[src/rtl/trk_pkg.sv]
package trk_pkg;

    typedef enum logic [1:0] {
        STEP_HOLD = 2'd0,
        STEP_INC  = 2'd1,
        STEP_DEC  = 2'd2
    } step_e;

    typedef struct packed {
        logic up;
        logic dn;
    } axis_pulse_t;

    // Turn one pair of pulses into a step. Opposing pulses cancel.
    function automatic step_e step_of(input axis_pulse_t p, input logic reverse);
        step_e s;
        if (p.up == p.dn)
            s = STEP_HOLD;
        else if (p.up ^ reverse)
            s = STEP_INC;
        else
            s = STEP_DEC;
        return s;
    endfunction

endpackage

[src/rtl/trk_axis.sv]
module trk_axis
    import trk_pkg::*;
#(
    parameter int POS_W   = 8,
    parameter bit REVERSE = 1'b0
) (
    input  logic             clk,
    input  logic             rst,
    input  axis_pulse_t      pulse,
    output logic [POS_W-1:0] pos
);
    localparam logic [POS_W-1:0] ONE    = POS_W'(1);
    localparam logic [POS_W-1:0] UP_ADD = REVERSE ? ~POS_W'(0) : ONE;

    step_e step;
    assign step = step_of(pulse, REVERSE);

    always_ff @(posedge clk) begin
        if (rst) begin
            pos <= '0;
        end else begin
            unique case (step)
                STEP_INC: pos <= pos + ONE;
                STEP_DEC: pos <= pos - ONE;
                default:  pos <= pos;
            endcase
        end
    end

    AST_CANCEL_HOLDS: assert property (@(posedge clk) disable iff (rst)
        (pulse.up && pulse.dn) |=> pos == $past(pos));
    AST_UP_DIRECTION: assert property (@(posedge clk) disable iff (rst)
        (pulse.up && !pulse.dn) |=> pos == POS_W'($past(pos) + UP_ADD));

endmodule

[src/rtl/trk_ref_delta.sv]
module trk_ref_delta #(
    parameter int POS_W = 8,
    parameter int NIB_W = 4
) (
    input  logic             clk,
    input  logic             rst,
    input  logic             capture,
    input  logic [POS_W-1:0] pos,
    output logic [NIB_W-1:0] delta
);
    logic [POS_W-1:0] ref_q;
    logic [POS_W-1:0] diff;

    always_ff @(posedge clk) begin
        if (rst)
            ref_q <= '0;
        else if (capture)
            ref_q <= pos;
    end

    assign diff  = pos - ref_q;
    assign delta = diff[NIB_W-1:0];

endmodule

[src/rtl/trk_wdog.sv]
module trk_wdog #(
    parameter int WDOG_CYCLES = 4096
) (
    input  logic clk,
    input  logic rst,
    input  logic kick,
    output logic req
);
    localparam int CW = (WDOG_CYCLES > 2) ? $clog2(WDOG_CYCLES) : 1;
    localparam logic [CW-1:0] LAST = CW'(WDOG_CYCLES - 1);

    logic [CW-1:0] cnt;
    logic          expire;

    assign expire = !kick && (cnt == LAST);

    always_ff @(posedge clk) begin
        if (rst) begin
            cnt <= '0;
            req <= 1'b0;
        end else begin
            req <= expire;
            if (kick || expire)
                cnt <= '0;
            else
                cnt <= cnt + CW'(1);
        end
    end

    AST_PULSE_SINGLE: assert property (@(posedge clk) disable iff (rst)
        req |=> !req);
    AST_KICK_QUIETS: assert property (@(posedge clk) disable iff (rst)
        kick |=> !req);

endmodule

[src/rtl/trk_delta_port.sv]
module trk_delta_port
    import trk_pkg::*;
#(
    parameter int POS_W       = 8,
    parameter int NIB_W       = 4,
    parameter int WDOG_CYCLES = 4096
) (
    input  logic             clk,
    input  logic             rst,
    input  logic             vert_up,
    input  logic             vert_dn,
    input  logic             horz_up,
    input  logic             horz_dn,
    input  logic [3:0]       p1_sw_n,
    input  logic [3:0]       p2_sw_n,
    input  logic             rezero_wr,
    output logic [7:0]       port1_q,
    output logic [7:0]       port2_q,
    output logic             wdog_rst_req
);
    localparam int N_AXES = 2;
    // Axis 0 is vertical (reversed sense), axis 1 is horizontal.

    axis_pulse_t      pulses [N_AXES];
    logic [POS_W-1:0] pos    [N_AXES];
    logic [NIB_W-1:0] delta  [N_AXES];

    assign pulses[0] = '{up: vert_up, dn: vert_dn};
    assign pulses[1] = '{up: horz_up, dn: horz_dn};

    for (genvar i = 0; i < N_AXES; i++) begin : g_axis
        trk_axis #(
            .POS_W   (POS_W),
            .REVERSE (i == 0)
        ) u_axis (
            .clk   (clk),
            .rst   (rst),
            .pulse (pulses[i]),
            .pos   (pos[i])
        );

        trk_ref_delta #(
            .POS_W (POS_W),
            .NIB_W (NIB_W)
        ) u_ref (
            .clk     (clk),
            .rst     (rst),
            .capture (rezero_wr),
            .pos     (pos[i]),
            .delta   (delta[i])
        );
    end

    trk_wdog #(
        .WDOG_CYCLES (WDOG_CYCLES)
    ) u_wdog (
        .clk  (clk),
        .rst  (rst),
        .kick (rezero_wr),
        .req  (wdog_rst_req)
    );

    assign port1_q = {p1_sw_n, delta[0]};
    assign port2_q = {p2_sw_n, delta[1]};

    AST_RESET_ZERO: assert property (@(posedge clk) disable iff (rst)
        $fell(rst) |-> (port1_q[3:0] == '0 && port2_q[3:0] == '0));
    AST_REZERO_CLEARS: assert property (@(posedge clk) disable iff (rst)
        (rezero_wr && !vert_up && !vert_dn && !horz_up && !horz_dn)
        |=> (port1_q[3:0] == '0 && port2_q[3:0] == '0));
    AST_HORZ_DOWN: assert property (@(posedge clk) disable iff (rst)
        (horz_dn && !horz_up && !rezero_wr)
        |=> port2_q[3:0] == NIB_W'($past(port2_q[3:0]) - 1'b1));

endmodule

[config.mk]
export PLATFORM = sky130hd
export DESIGN_NAME = trk_delta_port
export DESIGN_NICKNAME = d
export VERILOG_FILES = /design/src/rtl/trk_pkg.sv /design/src/rtl/trk_axis.sv /design/src/rtl/trk_ref_delta.sv /design/src/rtl/trk_wdog.sv /design/src/rtl/trk_delta_port.sv
export SDC_FILE = /design/constraint.sdc
export NUM_CORES = 1
export LEC_CHECK = 0
export BUFFER_PORTS_ARGS = -buffer_cell sky130_fd_sc_hd__buf_2
export CAP_MARGIN = 0
export CORE_MARGIN = 2
export CORE_UTILIZATION = 25
export CTS_BUF_LIST = sky130_fd_sc_hd__clkbuf_2 sky130_fd_sc_hd__clkbuf_4 sky130_fd_sc_hd__clkbuf_8
export CTS_CLUSTER_DIAMETER = 50
export DETAILED_ROUTE_END_ITERATION = 7
export PLACE_DENSITY_LB_ADDON = 0.3
export SLEW_MARGIN = 0
export SYNTH_ARGS = -nofsm -noshare
export SYNTH_HDL_FRONTEND = slang
export SYNTH_HIERARCHICAL = 1
export SYNTH_SLANG_ARGS = --single-unit
export TNS_END_PERCENT = 1
[constraint.sdc]
create_clock -name clk -period 4.75 [get_ports clk]
set_input_delay 0.2375 -clock clk [delete_from_list [all_inputs] [get_ports clk]]
set_output_delay 0.2375 -clock clk [all_outputs]
set_load 0.005 [all_outputs]
==> results by group, run 1 <==
Setup path
  – Most prevalent standard cell on the critical path: sky130_fd_sc_hd__inv_1
  – Critical path capture point type: primary output
  – Setup crit start: g_axis[1].u_axis/pos[0]
  – Worst stage delay on the critical path: between 400 and 500 ps
  – Data arrival time of the critical path: 1610 ps
  – Largest delay contributor family on the critical path: adder cells
  – Launch point of the worst reg-to-reg path: g_axis[0].u_axis/pos[1]
  – Critical Setup Path Class: reg2out
  – Maximum net fanout on the critical path: 6
  – Required arrival time at the worst endpoint: 4510 ps
  – Cell with the largest stage delay on the worst path: sky130_fd_sc_hd__dfxtp_1
  – Startpoint kind of the worst setup timing path: register
  – Chain of cells forming the critical path: inv_1, ha_1, inv_1, fa_1, buf_2
  – Buffers & Inverters on Critical Path: 3

STA
  – Relative slew slack: 70.82%
  – Setup repair after global routing missed its margin: no
  – Crit path time final: 1843 ps
  – Smallest hold slack: around 330 ps
  – Final slew viol count: 0
  – Final Cycle Share: 38.80%
  – Sum of negative setup slack: 0 ps
  – Final setup violation count: 0
  – Final Hold Fails: 0
  – Timing-limited maximum frequency: ~540 MHz
  – Worst slew pin tran: 437.6 ps
  – Worst clock skew: 3.896 ps

GRT
  – Tot GR Track Use: 8.265%
  – Via count of the first global-routing pass: roughly 1100
  – Sum of overflow across all layers after global routing: 0
  – Number of antenna violations at the first check in global routing: 0
  – Largest net degree at the start of global routing: 20
  – First-pass GRT wire length: 4.954 mm

Worst hold path
  – Worst hold-check path type: in2reg
  – Startpoint of the most critical hold path: rst

Routing
  – Antenna-violating nets left: 0
  – Detailed-routing iteration count for the pre-antenna-repair pass: 4
  – Post-detailed-routing wire length: 2.893 mm
  – Number of remaining DRC errors: 0
  – Detailed-route wire length per cell: about 11 um
  – Number of DRC markers in iteration 0: 76
  – Vias after detailed routing: 1230
  – Via density: 4.473

Floorplan
  – Die ar.: 0.007640 mm2
  – Core Rows: 30
  – Initial core utilization: 25.74%
  – Count of pins on the block boundary: 32
  – Floorplan die height: between 80 and 90 um
  – Die extent in x: 87.41 um
  – Placeable core region: 0.006756 mm2

Clock tree
  – Post-CTS Hold Fix Bufs: 0
  – Clk buf depth: 2
  – Clock H-tree levels: 2
  – Latest clock arrival within the worst-skew pair: 280 ps
  – TritonCTS Sinks: 29
  – Clock tree from TritonCTS: built
  – CTS Root Buffer Type: sky130_fd_sc_hd__clkbuf_8
  – Number of buffers created by CTS: 5
  – Post-cts sizing count: 0
  – Worst-path clk slew: 60 ps
  – Number of setup buffers added after CTS: 0

Cells and area
  – Fraction of layout instances using a drive strength above 1: 14.36%
  – Ant diodes: 0
  – FF/Latch Area: around 580 um2
  – Number of fillers in the final layout: 730
  – Post-layout net count: around 230
  – Total area of multi-input combinational cells: 939.7 um2
  – Layout overhead on the synthesized area: 5.899%

Power
  – Maximum ir drop on the vdd rail: 0.07342 mV
  – Pwr per Cell Area: 336.6 mW/mm2
  – Leakage power figure: 0.0007680 uW

Place
  – Port Buffers: 15
  – Detailed-placement wirelength estimate: 2.059 mm
  – Weighted congestion reported at the end of routability-driven placement: 0.6802

Logic synthesis
  – Average instance area after synthesis: around 9 um2
  – Synth Warn #: 6
  – Area of the mapped netlist: 0.001739 mm2
  – Instance count of the mapped netlist: 199
  – Number of nets produced by synthesis: 229

Outcome
  – Status: completed

Flow run
  – Number of max-capacitance violations reported: 0
-- layer usage --
layer / vias to the layer above / part of all wire (%) / global-route usage, %
met5: - / 0 / 0
met4: 0 / 1.8 / 4.755
met3: 6 / 3.7 / 2.275
met2: 16 / 43 / 12.05
met1: 563 / 52 / 10.86
li1: 645 / - / -
-- path summary, 6_finish.rpt --
| check | endpoint | slack [ps] | depth (start not counted) |
|---|---|---|---|
| worst min-delay path | g_axis[1].u_ref/ref_q[2] | 330 | 2 |
| worst max register to register | g_axis[0].u_axis/pos[2] | 3130 | 6 |
| worst max-delay path | port2_q[1] | 2910 | 5 |
| worst min register to register | u_wdog/cnt[0] | 480 | 1 |
-- where the power goes --
group / total, uW / internal, uW / switching (uW)
clock: 208 / 120 / 87.3
combinational: 132 / 67.9 / 63.7
sequential: 281 / 259 / 22.3
total: 620 / 447 / 173
-- per-stage QoR --
stage               utilization (%)  total power (uW)  setup slack [ps]  area, um2  cells
floorplan                         -             391.9              3038       1739    199
global placement              25.93             419.7              3069       1752    268
detailed placement            25.93             419.5              3037       1752    268
CTS                           27.26             631.1              2887       1842    275
global route                  27.26             666.6              2789       1842    275
finish                        27.26             620.0              2907       1842    275
-- registers in the layout (all words and copies together) (netlist names) --
register,cells
u_wdog/cnt,12
u_wdog/req,1
g_axis.u_axis/pos,8
g_axis.u_ref/ref_q,8
-- cell type report --
class	count	area share, %
inverter	15	3.057
multi-input combinational	129	51.02
tap	80	5.435
timing repair buffer	15	4.076
sequential	29	31.52
clock buffer	7	4.891
-- cell usage in the layout (no fill, tap or decap), types with 3 or more instances in the layout --
| cell | n |
|---|---|
| sky130_fd_sc_hd__dfxtp_1 | 29 |
| sky130_fd_sc_hd__nor2_1 | 20 |
| sky130_fd_sc_hd__inv_1 | 15 |
| sky130_fd_sc_hd__buf_2 | 15 |
| sky130_fd_sc_hd__a21oi_1 | 14 |
| sky130_fd_sc_hd__ha_1 | 13 |
| sky130_fd_sc_hd__xor2_1 | 12 |
| sky130_fd_sc_hd__mux2i_1 | 10 |
| sky130_fd_sc_hd__nand2_1 | 8 |
| sky130_fd_sc_hd__o21ai_0 | 8 |
| sky130_fd_sc_hd__clkbuf_8 | 6 |
| sky130_fd_sc_hd__nand3_1 | 6 |
| sky130_fd_sc_hd__xnor2_1 | 5 |
| sky130_fd_sc_hd__or3_1 | 4 |
| sky130_fd_sc_hd__nor3_1 | 3 |
Power figures use the tool's default switching activity.
==> run 2: changes to the inputs <==
ABC_AREA = 1   (was unset)
clock period = 1.9 ns   (was 4.75 ns; I/O delays follow)
==> run 2 against run 1 <==
  * Final cell count increased by 26%
  * Setup slack got worse by 2700 ps
  * Clock-buffer cell count unchanged
  * Largest power group unchanged
==> results by group, run 2 <==
STA
  – Worst slew pin tran: 367.9 ps
  – Final setup violation count: 0
  – Timing-limited maximum frequency: 597.6 MHz
  – Sum of negative setup slack: 0 ps
  – Worst clock skew: 5.935 ps
  – Crit path time final: 1673 ps
  – Setup repair after global routing missed its margin: no
  – Final Hold Fails: 0
  – Smallest hold slack: 190.0 ps
  – Final Cycle Share: 88.07%
  – Relative slew slack: 75.48%
  – Final slew viol count: 0

GRT
  – Sum of overflow across all layers after global routing: 0
  – Largest net degree at the start of global routing: 19
  – Number of antenna violations at the first check in global routing: 0
  – First-pass GRT wire length: 5.540 mm
  – Tot GR Track Use: 8.994%
  – Via count of the first global-routing pass: 1295

Setup path
  – Critical path capture point type: primary output
  – Maximum net fanout on the critical path: 4
  – Required arrival time at the worst endpoint: 1800 ps
  – Startpoint kind of the worst setup timing path: register
  – Depth of the worst register-to-register path: 8
  – Data arrival time of the critical path: 1580 ps
  – Critical Setup Path Class: reg2out
  – Worst R2R Setup Slack: just under 500 ps

Outcome
  – Status: completed

Routing
  – Detailed-routing iteration count for the pre-antenna-repair pass: 4
  – Post-detailed-routing wire length: 2.989 mm
  – Antenna-violating nets left: 0
  – Via density: just under 4
  – Detailed-route wire length per cell: 8.639 um
  – Number of remaining DRC errors: 0
  – Number of DRC markers in iteration 0: 38
  – Vias after detailed routing: 1353

Cells and area
  – Layout overhead on the synthesized area: 9.903%
  – Largest register FFs: 12
  – Post-layout net count: roughly 280
  – Commonest cells after routing, fill and taps aside: 52 x sky130_fd_sc_hd__nand2_1, 40 x sky130_fd_sc_hd__inv_1, 29 x sky130_fd_sc_hd__dfxtp_1, 27 x sky130_fd_sc_hd__nor2_1, 15 x sky130_fd_sc_hd__buf_2
  – Ant diodes: 0
  – Registers with the most flip-flops: u_wdog/cnt: 12 flops, g_axis.u_axis/pos: 8 flops, g_axis.u_ref/ref_q: 8 flops
  – Register with the most flip-flops: u_wdog/cnt
  – Most common library cell in the layout ignoring fill and taps: sky130_fd_sc_hd__nand2_1
  – Fraction of layout instances using a drive strength above 1: about an eighth

Clock tree
  – Clk buf depth: 2
  – Number of buffers created by CTS: 5
  – TritonCTS Sinks: 29
  – Worst-path clk slew: approximately 60 ps
  – Latest clock arrival within the worst-skew pair: about 270 ps
  – Number of setup buffers added after CTS: 0
  – CTS Root Buffer Type: sky130_fd_sc_hd__clkbuf_8
  – Post-cts sizing count: 0
  – Post-CTS Hold Fix Bufs: 0
  – Clock tree from TritonCTS: built
  – Clock H-tree levels: 2

Worst hold path
  – Worst hold-check path type: in2out
  – Hold Path Cell Cnt: 0

Logic synthesis
  – Synth Warn #: 6
  – Instance count of the mapped netlist: roughly 240
  – Number of nets produced by synthesis: 274
  – Average instance area after synthesis: 7.405 um2
  – Area of the mapped netlist: 0.001807 mm2

Place
  – Weighted congestion reported at the end of routability-driven placement: 0.7840
  – Detailed-placement wirelength estimate: 2.288 mm
  – Port Buffers: 15

Floorplan
  – Placeable core region: 0.006907 mm2
  – Floorplan die height: 89.01 um
  – Core Rows: 30
  – Count of pins on the block boundary: 32
  – Die extent in x: 89.01 um
  – Die ar.: 0.007923 mm2
  – Initial core utilization: 26.16%

Power
  – Pwr per Cell Area: ~860 mW/mm2
  – Post-route total power: between 1500 and 2000 uW
  – Leakage power figure: roughly 0.00089 uW
  – Maximum ir drop on the vdd rail: 0.2328 mV

Flow run
  – Number of max-capacitance violations reported: 0
==> run 2: path summary, 6_finish.rpt <==
path                            from                 endpoint
min                       p1_sw_n[0]               port1_q[4]
min reg2reg            u_wdog/cnt[0]            u_wdog/cnt[0]
max          g_axis[0].u_axis/pos[0]               port1_q[1]
max reg2reg  g_axis[0].u_axis/pos[1]  g_axis[0].u_axis/pos[2]
==> run 2: per-stage QoR <==
step	worst slack (ps)	util, %	cell area [um2]	cells
detailed placement	463.8	27.01	1866	338
floorplan	634.8	-	1807	244
global route	102.0	28.75	1986	346
CTS	179.7	28.75	1986	346
finish	226.6	28.75	1986	346
global placement	476.5	27.01	1866	338
==> run 2: layout make-up <==
class                      instances  area (um2)
multi-input combinational        156       932.1
clock buffer                       7       90.09
sequential                        29       580.6
timing repair buffer              15       75.07
fill                             757        4921
inverter                          42       157.7
clock inverter                     1       30.03
tap                               96       120.1
==> run 2: critical path, cell delays in order, from the launching register on <==
cell and delay (ps):
sky130_fd_sc_hd__dfxtp_1 410, sky130_fd_sc_hd__inv_1 80, sky130_fd_sc_hd__ha_1 190, sky130_fd_sc_hd__inv_1 80, sky130_fd_sc_hd__fa_1 410, sky130_fd_sc_hd__buf_2 130
==> run 2: layer usage <==
layer,part of all wire [%],routed length [um],track usage (%)
met5,0,0,0
met4,0.77,23,3.256
met3,3.9,116,3.601
met2,44,1328,13.91
met1,51,1520,11.35
==> run 2: report_power, final <==
group	switching (uW)	leakage (uW)	total, uW	internal (uW)
combinational	205	0.000595	366	160
clock	219	0.0000619	660	441
sequential	40.1	0.000238	688	648
total	464	0.000894	1710	1250
